`config.mk`:
```
export PLATFORM = sky130hd
export DESIGN_NAME = phy_cfg_seq
export DESIGN_NICKNAME = d
export VERILOG_FILES = /design/src/rtl/phy_cfg_pkg.sv /design/src/rtl/phy_cfg_step_rom.sv /design/src/rtl/phy_cfg_merge.sv /design/src/rtl/phy_cfg_shadow.sv /design/src/rtl/phy_cfg_seq.sv
export SDC_FILE = /design/constraint.sdc
export NUM_CORES = 1
export LEC_CHECK = 0
export BUFFER_PORTS_ARGS = -buffer_cell sky130_fd_sc_hd__buf_4
export CAP_MARGIN = 40
export CORE_MARGIN = 4
export CORE_UTILIZATION = 30
export CTS_BUF_LIST = sky130_fd_sc_hd__clkbuf_2
export DETAILED_ROUTE_END_ITERATION = 10
export GPL_ROUTABILITY_DRIVEN = 1
export PLACE_DENSITY_LB_ADDON = 0.12
export SETUP_SLACK_MARGIN = 0.1
export SYNTH_ARGS = -nofsm -noshare
export SYNTH_HDL_FRONTEND = slang
export SYNTH_SLANG_ARGS = --single-unit
```
`constraint.sdc`:
```
create_clock -name clk_i -period 6.5 [get_ports clk_i]
set_clock_uncertainty 0.1 [all_clocks]
set_input_delay 0.325 -clock clk_i [delete_from_list [all_inputs] [get_ports clk_i]]
set_output_delay 0.325 -clock clk_i [all_outputs]
set_load 0.02 [all_outputs]
```
`src/rtl/phy_cfg_pkg.sv`:
```
package phy_cfg_pkg;

    localparam int CR_AW     = 16;
    localparam int CR_DW     = 16;
    localparam int DREG_W    = 32;
    localparam int DREG_NUM  = 3;
    localparam int DSEL_W    = $clog2(DREG_NUM);
    localparam int NUM_STEPS = 8;
    localparam int IDX_W     = $clog2(NUM_STEPS);
    localparam logic [IDX_W-1:0] LAST_STEP = IDX_W'(NUM_STEPS - 1);

    typedef enum logic [2:0] {
        ST_IDLE,
        ST_DIR,
        ST_RD,
        ST_RDW,
        ST_WR,
        ST_WRW,
        ST_ERR
    } state_e;

    typedef enum logic {
        OP_READ  = 1'b0,
        OP_WRITE = 1'b1
    } op_e;

    typedef struct packed {
        logic              is_dir;
        logic [DSEL_W-1:0] sel;
        logic [CR_AW-1:0]  addr;
        logic [DREG_W-1:0] clr;
        logic [DREG_W-1:0] set;
    } step_t;

    typedef struct packed {
        state_e           st;
        logic [IDX_W-1:0] idx;
        logic [CR_DW-1:0] data;
        logic             err;
        logic             done;
    } ctl_t;

endpackage

```
`src/rtl/phy_cfg_step_rom.sv`:
```
module phy_cfg_step_rom
    import phy_cfg_pkg::*;
(
    input  logic [IDX_W-1:0] idx_i,
    output step_t            step_o
);

    function automatic step_t mk_dir(input int unsigned sel, input logic [DREG_W-1:0] clr,
                                     input logic [DREG_W-1:0] set);
        step_t s;
        s.is_dir = 1'b1;
        s.sel    = DSEL_W'(sel);
        s.addr   = '0;
        s.clr    = clr;
        s.set    = set;
        return s;
    endfunction

    function automatic step_t mk_bus(input logic [CR_AW-1:0] addr, input logic [CR_DW-1:0] clr,
                                     input logic [CR_DW-1:0] set);
        step_t s;
        s.is_dir = 1'b0;
        s.sel    = '0;
        s.addr   = addr;
        s.clr    = DREG_W'(clr);
        s.set    = DREG_W'(set);
        return s;
    endfunction

    always_comb begin
        case (idx_i)
            3'd0:    step_o = mk_dir(0, 32'h0000_0060, 32'h0000_0060);
            3'd1:    step_o = mk_bus(16'h102D, 16'h0080, 16'h0080);
            3'd2:    step_o = mk_bus(16'h1010, 16'h0FF0, 16'h0014);
            3'd3:    step_o = mk_bus(16'h1006, 16'h0FC0, 16'h0B80);
            3'd4:    step_o = mk_bus(16'h1002, 16'h3F80, 16'h4B7F);
            3'd5:    step_o = mk_bus(16'h0030, 16'h00F0, 16'h0080);
            3'd6:    step_o = mk_dir(2, 32'h001C_0000, 32'h0010_0000);
            default: step_o = mk_dir(1, 32'h00FF_0000, 32'h0089_0000);
        endcase
    end

endmodule

```
`src/rtl/phy_cfg_merge.sv`:
```
module phy_cfg_merge #(
    parameter int W = 16
) (
    input  logic [W-1:0] data_i,
    input  logic [W-1:0] clr_i,
    input  logic [W-1:0] set_i,
    output logic [W-1:0] data_o
);

    always_comb begin
        data_o = (data_i & ~clr_i) | set_i;
    end

endmodule

```
`src/rtl/phy_cfg_shadow.sv`:
```
module phy_cfg_shadow #(
    parameter int                  NUM   = 3,
    parameter int                  W     = 32,
    parameter logic [NUM*W-1:0]    RST_V = '0,
    localparam int                 SW    = (NUM > 1) ? $clog2(NUM) : 1
) (
    input  logic          clk_i,
    input  logic          rst_ni,
    input  logic          we_i,
    input  logic [SW-1:0] sel_i,
    input  logic [W-1:0]  wdata_i,
    output logic [W-1:0]  rdata_o
);

    logic [W-1:0] word_q [NUM];

    for (genvar g = 0; g < NUM; g++) begin : g_word
        logic [W-1:0] word_d;

        always_comb begin
            word_d = word_q[g];
            if (we_i && (sel_i == SW'(g))) begin
                word_d = wdata_i;
            end
        end

        always_ff @(posedge clk_i or negedge rst_ni) begin
            if (!rst_ni) begin
                word_q[g] <= RST_V[g*W +: W];
            end else begin
                word_q[g] <= word_d;
            end
        end
    end

    always_comb begin
        rdata_o = '0;
        for (int i = 0; i < NUM; i++) begin
            if (sel_i == SW'(i)) begin
                rdata_o = word_q[i];
            end
        end
    end

endmodule

```
`src/rtl/phy_cfg_seq.sv`:
```
module phy_cfg_seq
    import phy_cfg_pkg::*;
#(
    parameter logic [DREG_W-1:0] RST_DREG0 = 32'h0000_0000,
    parameter logic [DREG_W-1:0] RST_DREG1 = 32'h0000_0000,
    parameter logic [DREG_W-1:0] RST_DREG2 = 32'h0000_0000
) (
    input  logic              clk_i,
    input  logic              rst_ni,
    input  logic              start_i,
    output logic              busy_o,
    output logic              done_o,
    output logic              err_o,
    output logic              req_valid_o,
    input  logic              req_ready_i,
    output logic              req_op_o,
    output logic [CR_AW-1:0]  req_addr_o,
    output logic [CR_DW-1:0]  req_wdata_o,
    input  logic              rsp_done_i,
    input  logic              rsp_err_i,
    input  logic [CR_DW-1:0]  rsp_rdata_i,
    output logic              dreg_we_o,
    output logic [DSEL_W-1:0] dreg_sel_o,
    output logic [DREG_W-1:0] dreg_wdata_o
);

    ctl_t             ctl_q, ctl_d;
    step_t            cur_step, nxt_step;
    logic [IDX_W-1:0] nxt_idx;
    logic             at_rest;
    logic [CR_DW-1:0] bus_merged;
    logic [DREG_W-1:0] shadow_rd, dir_merged;

    assign at_rest = (ctl_q.st == ST_IDLE) || (ctl_q.st == ST_ERR);
    assign nxt_idx = at_rest ? '0 : ctl_q.idx + 1'b1;

    phy_cfg_step_rom u_rom_cur (
        .idx_i  (ctl_q.idx),
        .step_o (cur_step)
    );

    phy_cfg_step_rom u_rom_nxt (
        .idx_i  (nxt_idx),
        .step_o (nxt_step)
    );

    phy_cfg_merge #(.W(CR_DW)) u_merge_bus (
        .data_i (rsp_rdata_i),
        .clr_i  (cur_step.clr[CR_DW-1:0]),
        .set_i  (cur_step.set[CR_DW-1:0]),
        .data_o (bus_merged)
    );

    phy_cfg_merge #(.W(DREG_W)) u_merge_dir (
        .data_i (shadow_rd),
        .clr_i  (cur_step.clr),
        .set_i  (cur_step.set),
        .data_o (dir_merged)
    );

    phy_cfg_shadow #(
        .NUM   (DREG_NUM),
        .W     (DREG_W),
        .RST_V ({RST_DREG2, RST_DREG1, RST_DREG0})
    ) u_shadow (
        .clk_i   (clk_i),
        .rst_ni  (rst_ni),
        .we_i    (dreg_we_o),
        .sel_i   (cur_step.sel),
        .wdata_i (dir_merged),
        .rdata_o (shadow_rd)
    );

    function automatic state_e entry_state(input step_t s);
        return s.is_dir ? ST_DIR : ST_RD;
    endfunction

    always_comb begin
        ctl_d      = ctl_q;
        ctl_d.done = 1'b0;

        unique case (ctl_q.st)
            ST_IDLE, ST_ERR: begin
                if (start_i) begin
                    ctl_d.err = 1'b0;
                    ctl_d.idx = nxt_idx;
                    ctl_d.st  = entry_state(nxt_step);
                end
            end
            ST_DIR: begin
                if (ctl_q.idx == LAST_STEP) begin
                    ctl_d.st   = ST_IDLE;
                    ctl_d.idx  = '0;
                    ctl_d.done = 1'b1;
                end else begin
                    ctl_d.idx = nxt_idx;
                    ctl_d.st  = entry_state(nxt_step);
                end
            end
            ST_RD: begin
                if (req_ready_i) begin
                    ctl_d.st = ST_RDW;
                end
            end
            ST_RDW: begin
                if (rsp_done_i) begin
                    if (rsp_err_i) begin
                        ctl_d.err = 1'b1;
                        ctl_d.st  = ST_ERR;
                    end else begin
                        ctl_d.data = bus_merged;
                        ctl_d.st   = ST_WR;
                    end
                end
            end
            ST_WR: begin
                if (req_ready_i) begin
                    ctl_d.st = ST_WRW;
                end
            end
            ST_WRW: begin
                if (rsp_done_i) begin
                    if (rsp_err_i) begin
                        ctl_d.err = 1'b1;
                        ctl_d.st  = ST_ERR;
                    end else if (ctl_q.idx == LAST_STEP) begin
                        ctl_d.st   = ST_IDLE;
                        ctl_d.idx  = '0;
                        ctl_d.done = 1'b1;
                    end else begin
                        ctl_d.idx = nxt_idx;
                        ctl_d.st  = entry_state(nxt_step);
                    end
                end
            end
            default: begin
                ctl_d.st = ST_IDLE;
            end
        endcase
    end

    always_ff @(posedge clk_i or negedge rst_ni) begin
        if (!rst_ni) begin
            ctl_q <= '{st: ST_IDLE, idx: '0, data: '0, err: 1'b0, done: 1'b0};
        end else begin
            ctl_q <= ctl_d;
        end
    end

    always_comb begin
        busy_o       = !at_rest;
        done_o       = ctl_q.done;
        err_o        = ctl_q.err;
        req_valid_o  = (ctl_q.st == ST_RD) || (ctl_q.st == ST_WR);
        req_op_o     = (ctl_q.st == ST_WR) ? OP_WRITE : OP_READ;
        req_addr_o   = cur_step.addr;
        req_wdata_o  = (ctl_q.st == ST_WR) ? ctl_q.data : '0;
        dreg_we_o    = (ctl_q.st == ST_DIR);
        dreg_sel_o   = cur_step.sel;
        dreg_wdata_o = dir_merged;
    end

endmodule

```
==> results.json <==
{
  "drcViolationCount": 0,
  "path_cells": "inv_1, ha_1, nand2_1, buf_8, inv_1, a22oi_1, a2111o_1, nand2b_1, buf_4",
  "antenna_found_initial": 0,
  "status": "completed",
  "cts_root_buffer": "clkbuf_2",
  "crit_top_cell": "inv_1",
  "core-area_mm2": 0.0161,
  "start_util": 0.309,
  "clock_latency_ns": 0.59,
  "met1Wirelength_um": 5690,
  "rsz0062_at_grt": "no",
  "wl_met3_um": 782,
  "synth.distinct_cells": 56,
  "maxCapViolCount": 0,
  "drtAntennaViolNets": 0,
  "dieArea_mm2": 0.0186,
  "n_antenna_cell": 0,
  "dpl-instance-area_mm2": 0.00554,
  "end_kind": "output pin",
  "first_pass_iters": 5,
  "finalNonFillerCells": 762,
  "fmax_mhz": 235,
  "ys_warn_count": 0,
  "hpwl_um": 8080,
  "min_path_type": "input port to asynchronous set/reset pin",
  "syn_area_mm2": 0.00496,
  "setup_viol": 0,
  "wl_um": 11800,
  "htreeDepth": 3,
  "num_vias": 3465,
  "dr.max_layer_used": "met4",
  "path_class": "flop to output pin",
  "grt_max_degree": 58,
  "clock-sinks": 109,
  "relSlewSlack": 0.501,
  "synth_seq_area_share": 0.550,
  "drt_iter0_markers": 172,
  "critPathTopFamily": "buffers and inverters",
  "portBuffers": 84,
  "vdd_ir_drop_max_uv": 308,
  "avgSynthCellArea_um2": 9.95,
  "met2WireLength_um": 5250,
  "cts_setup_buffers": 0,
  "fp-row-count": 46,
  "start_kind": "flop",
  "vias_per_cell": 4.55,
  "p_per_area_mw_per_mm2": 487,
  "dieHeight_um": 137,
  "wl_per_cell_um": 15.5,
  "async_reset_ff_frac": 1.00,
  "layout_min_cycle_time_ns": 4.25,
  "final_cell_area_mm2": 0.00591,
  "grt_pass1_wl_um": 19200,
  "place_congestion": 0.761,
  "fin_crit_sh": 0.654,
  "cts_buffers": 9,
  "placed_cells": 721,
  "worstPathArrival_ns": 3.83,
  "hold_viol_final": 0,
  "grt_use_total": 0.130,
  "critical_path.max_fanout": 21,
  "die_w_um": 137,
  "first_global_vias": 3554,
  "max_stage_delay_ns": 0.55,
  "nets": 570,
  "cts_tree": "done",
  "power_leakage_nw": 2.91,
  "synthesis.instances": 498,
  "cts_max_path_buffers": 2,
  "slew_violations": 0,
  "synth-edff-count": 0,
  "overflow": 0,
  "cts_hold_buf": 24,
  "synth_seq_cells": 109,
  "worst_pin_slew_ns": 0.748,
  "final_core_util": 0.368,
  "synth_flop_cell": "dfrtp_1",
  "worstPathRequired_ns": 6.07,
  "cp_slowest_cell": "inv_1",
  "ios": 94,
  "setup_tns_ns": 0,
  "syn_to_final_growth_pct": 19.1,
  "path_buf_inv": 4,
  "cts_resized": 0,
  "clkTransAtPathRegs_ns": 0.30,
  "drive_above_1_share": 0.262
}
-- logic make-up after synthesis --
family	count (synthesis)	synth area share
other	1	0.000756
multiplexers	20	0.0452
AND/OR/NAND/NOR	151	0.147
AO/OA/AOI/OAI	100	0.136
XOR/XNOR	1	0.00177
buffers and inverters	109	0.101
flip-flops	109	0.550
adder cells (fa/ha/maj)	7	0.0177
-- metrics by stage --
step | total power, mW | hold WS, ns | worst slack, ns
after CTS | 2.92 | 0.138 | 2.10
after global placement | 2.58 | 0.138 | 2.71
after detailed placement | 2.60 | 0.138 | 2.86
final | 2.87 | 0.179 | 2.25
after global routing | 3.11 | 0.105 | 1.84
after floorplan | 2.05 | -0.0706 | 3.77
-- final timing paths --
path	start	endpoint	slack, ns	cells after the start
hold / removal	rst_ni	u_shadow.word_q[38]$_DFFE_PN0P_	0.18	3
setup / recovery	ctl_q[18]$_DFFE_PN0P_	dreg_wdata_o[7]	2.25	9
max in group asynchronous	rst_ni	ctl_q[4]$_DFFE_PN0P_	5.35	4
setup reg to reg	ctl_q[18]$_DFFE_PN0P_	u_shadow.word_q[13]$_DFFE_PN0P_	2.95	7
hold reg to reg	u_shadow.word_q[82]$_DFFE_PN0P_	u_shadow.word_q[82]$_DFFE_PN0P_	0.31	0
min in group clk_i	u_shadow.word_q[82]$_DFFE_PN0P_	u_shadow.word_q[82]$_DFFE_PN0P_	0.31	0
-- cell usage after synthesis, types with 3 or more instances --
| master | number | area share |
|---|---|---|
| dfrtp_1 | 109 | 0.55 |
| a21oi_1 | 34 | 0.034 |
| nor2_1 | 54 | 0.041 |
| mux2_2 | 19 | 0.043 |
| and2_1 | 15 | 0.019 |
| o21a_1 | 3 | 0.0045 |
| a221oi_1 | 3 | 0.0053 |
| nand3_1 | 9 | 0.0091 |
| clkbuf_1 | 69 | 0.052 |
| o21ai_1 | 4 | 0.0040 |
| a21o_1 | 3 | 0.0045 |
| or2_2 | 7 | 0.0088 |
| o22ai_1 | 11 | 0.014 |
| a22oi_1 | 5 | 0.0076 |
| a31oi_1 | 3 | 0.0038 |
| inv_1 | 18 | 0.014 |
| nor2b_1 | 5 | 0.0063 |
| buf_4 | 11 | 0.017 |
| nand2b_1 | 5 | 0.0063 |
| a21boi_0 | 6 | 0.0091 |
| o31ai_2 | 3 | 0.0076 |
| o21ai_0 | 9 | 0.0091 |
| o221ai_1 | 3 | 0.0053 |
| nand2_1 | 30 | 0.023 |
| ha_1 | 7 | 0.018 |
| nor3_1 | 11 | 0.011 |
| buf_6 | 3 | 0.0068 |
| buf_2 | 4 | 0.0040 |
-- cell type report --
class	instances	area [um^2]
clock buffer	9	45.0
timing repair buffer	114	963
clock inverter	7	56.3
fill	1601	10200
multi-input combinational	288	1770
sequential	109	2730
inverter	19	76.3
tap	216	270
-- where the power goes --
group / leakage [nW] / switching [mW] / internal [mW]
Sequential: 1.44 / 0.111 / 0.816
Clock: 0.0642 / 0.236 / 0.0576
Combinational: 1.40 / 0.979 / 0.675
-- tightest hold or removal path, delay by kind of cell --
| kind | cells | cell delay [ns] |
|---|---|---|
| buffers and inverters | 3 | 1.04 |
-- flip-flops by register name (all words and copies together) (netlist names) --
name             count
u_shadow.word_q     85
ctl_q               22
done_o               1
err_o                1
-- cells in the final DEF (no fill, tap or decap), drive strengths merged, types with 11 or more instances in the layout --
cell type / instances
o21ai: 13
nand2: 30
dlygate4sd3: 24
buf: 90
o22ai: 11
mux2: 19
dfrtp: 109
and2: 15
a21oi: 34
inv: 23
nor3: 12
nor2: 55
-- per-layer routing --
metal / vias up / track usage
met5: - / 0
met4: 0 / 0.0269
met3: 5 / 0.0408
met2: 106 / 0.202
met1: 1654 / 0.181
li1: 1700 / -
Note: power is estimated with default switching activity, not from simulation.
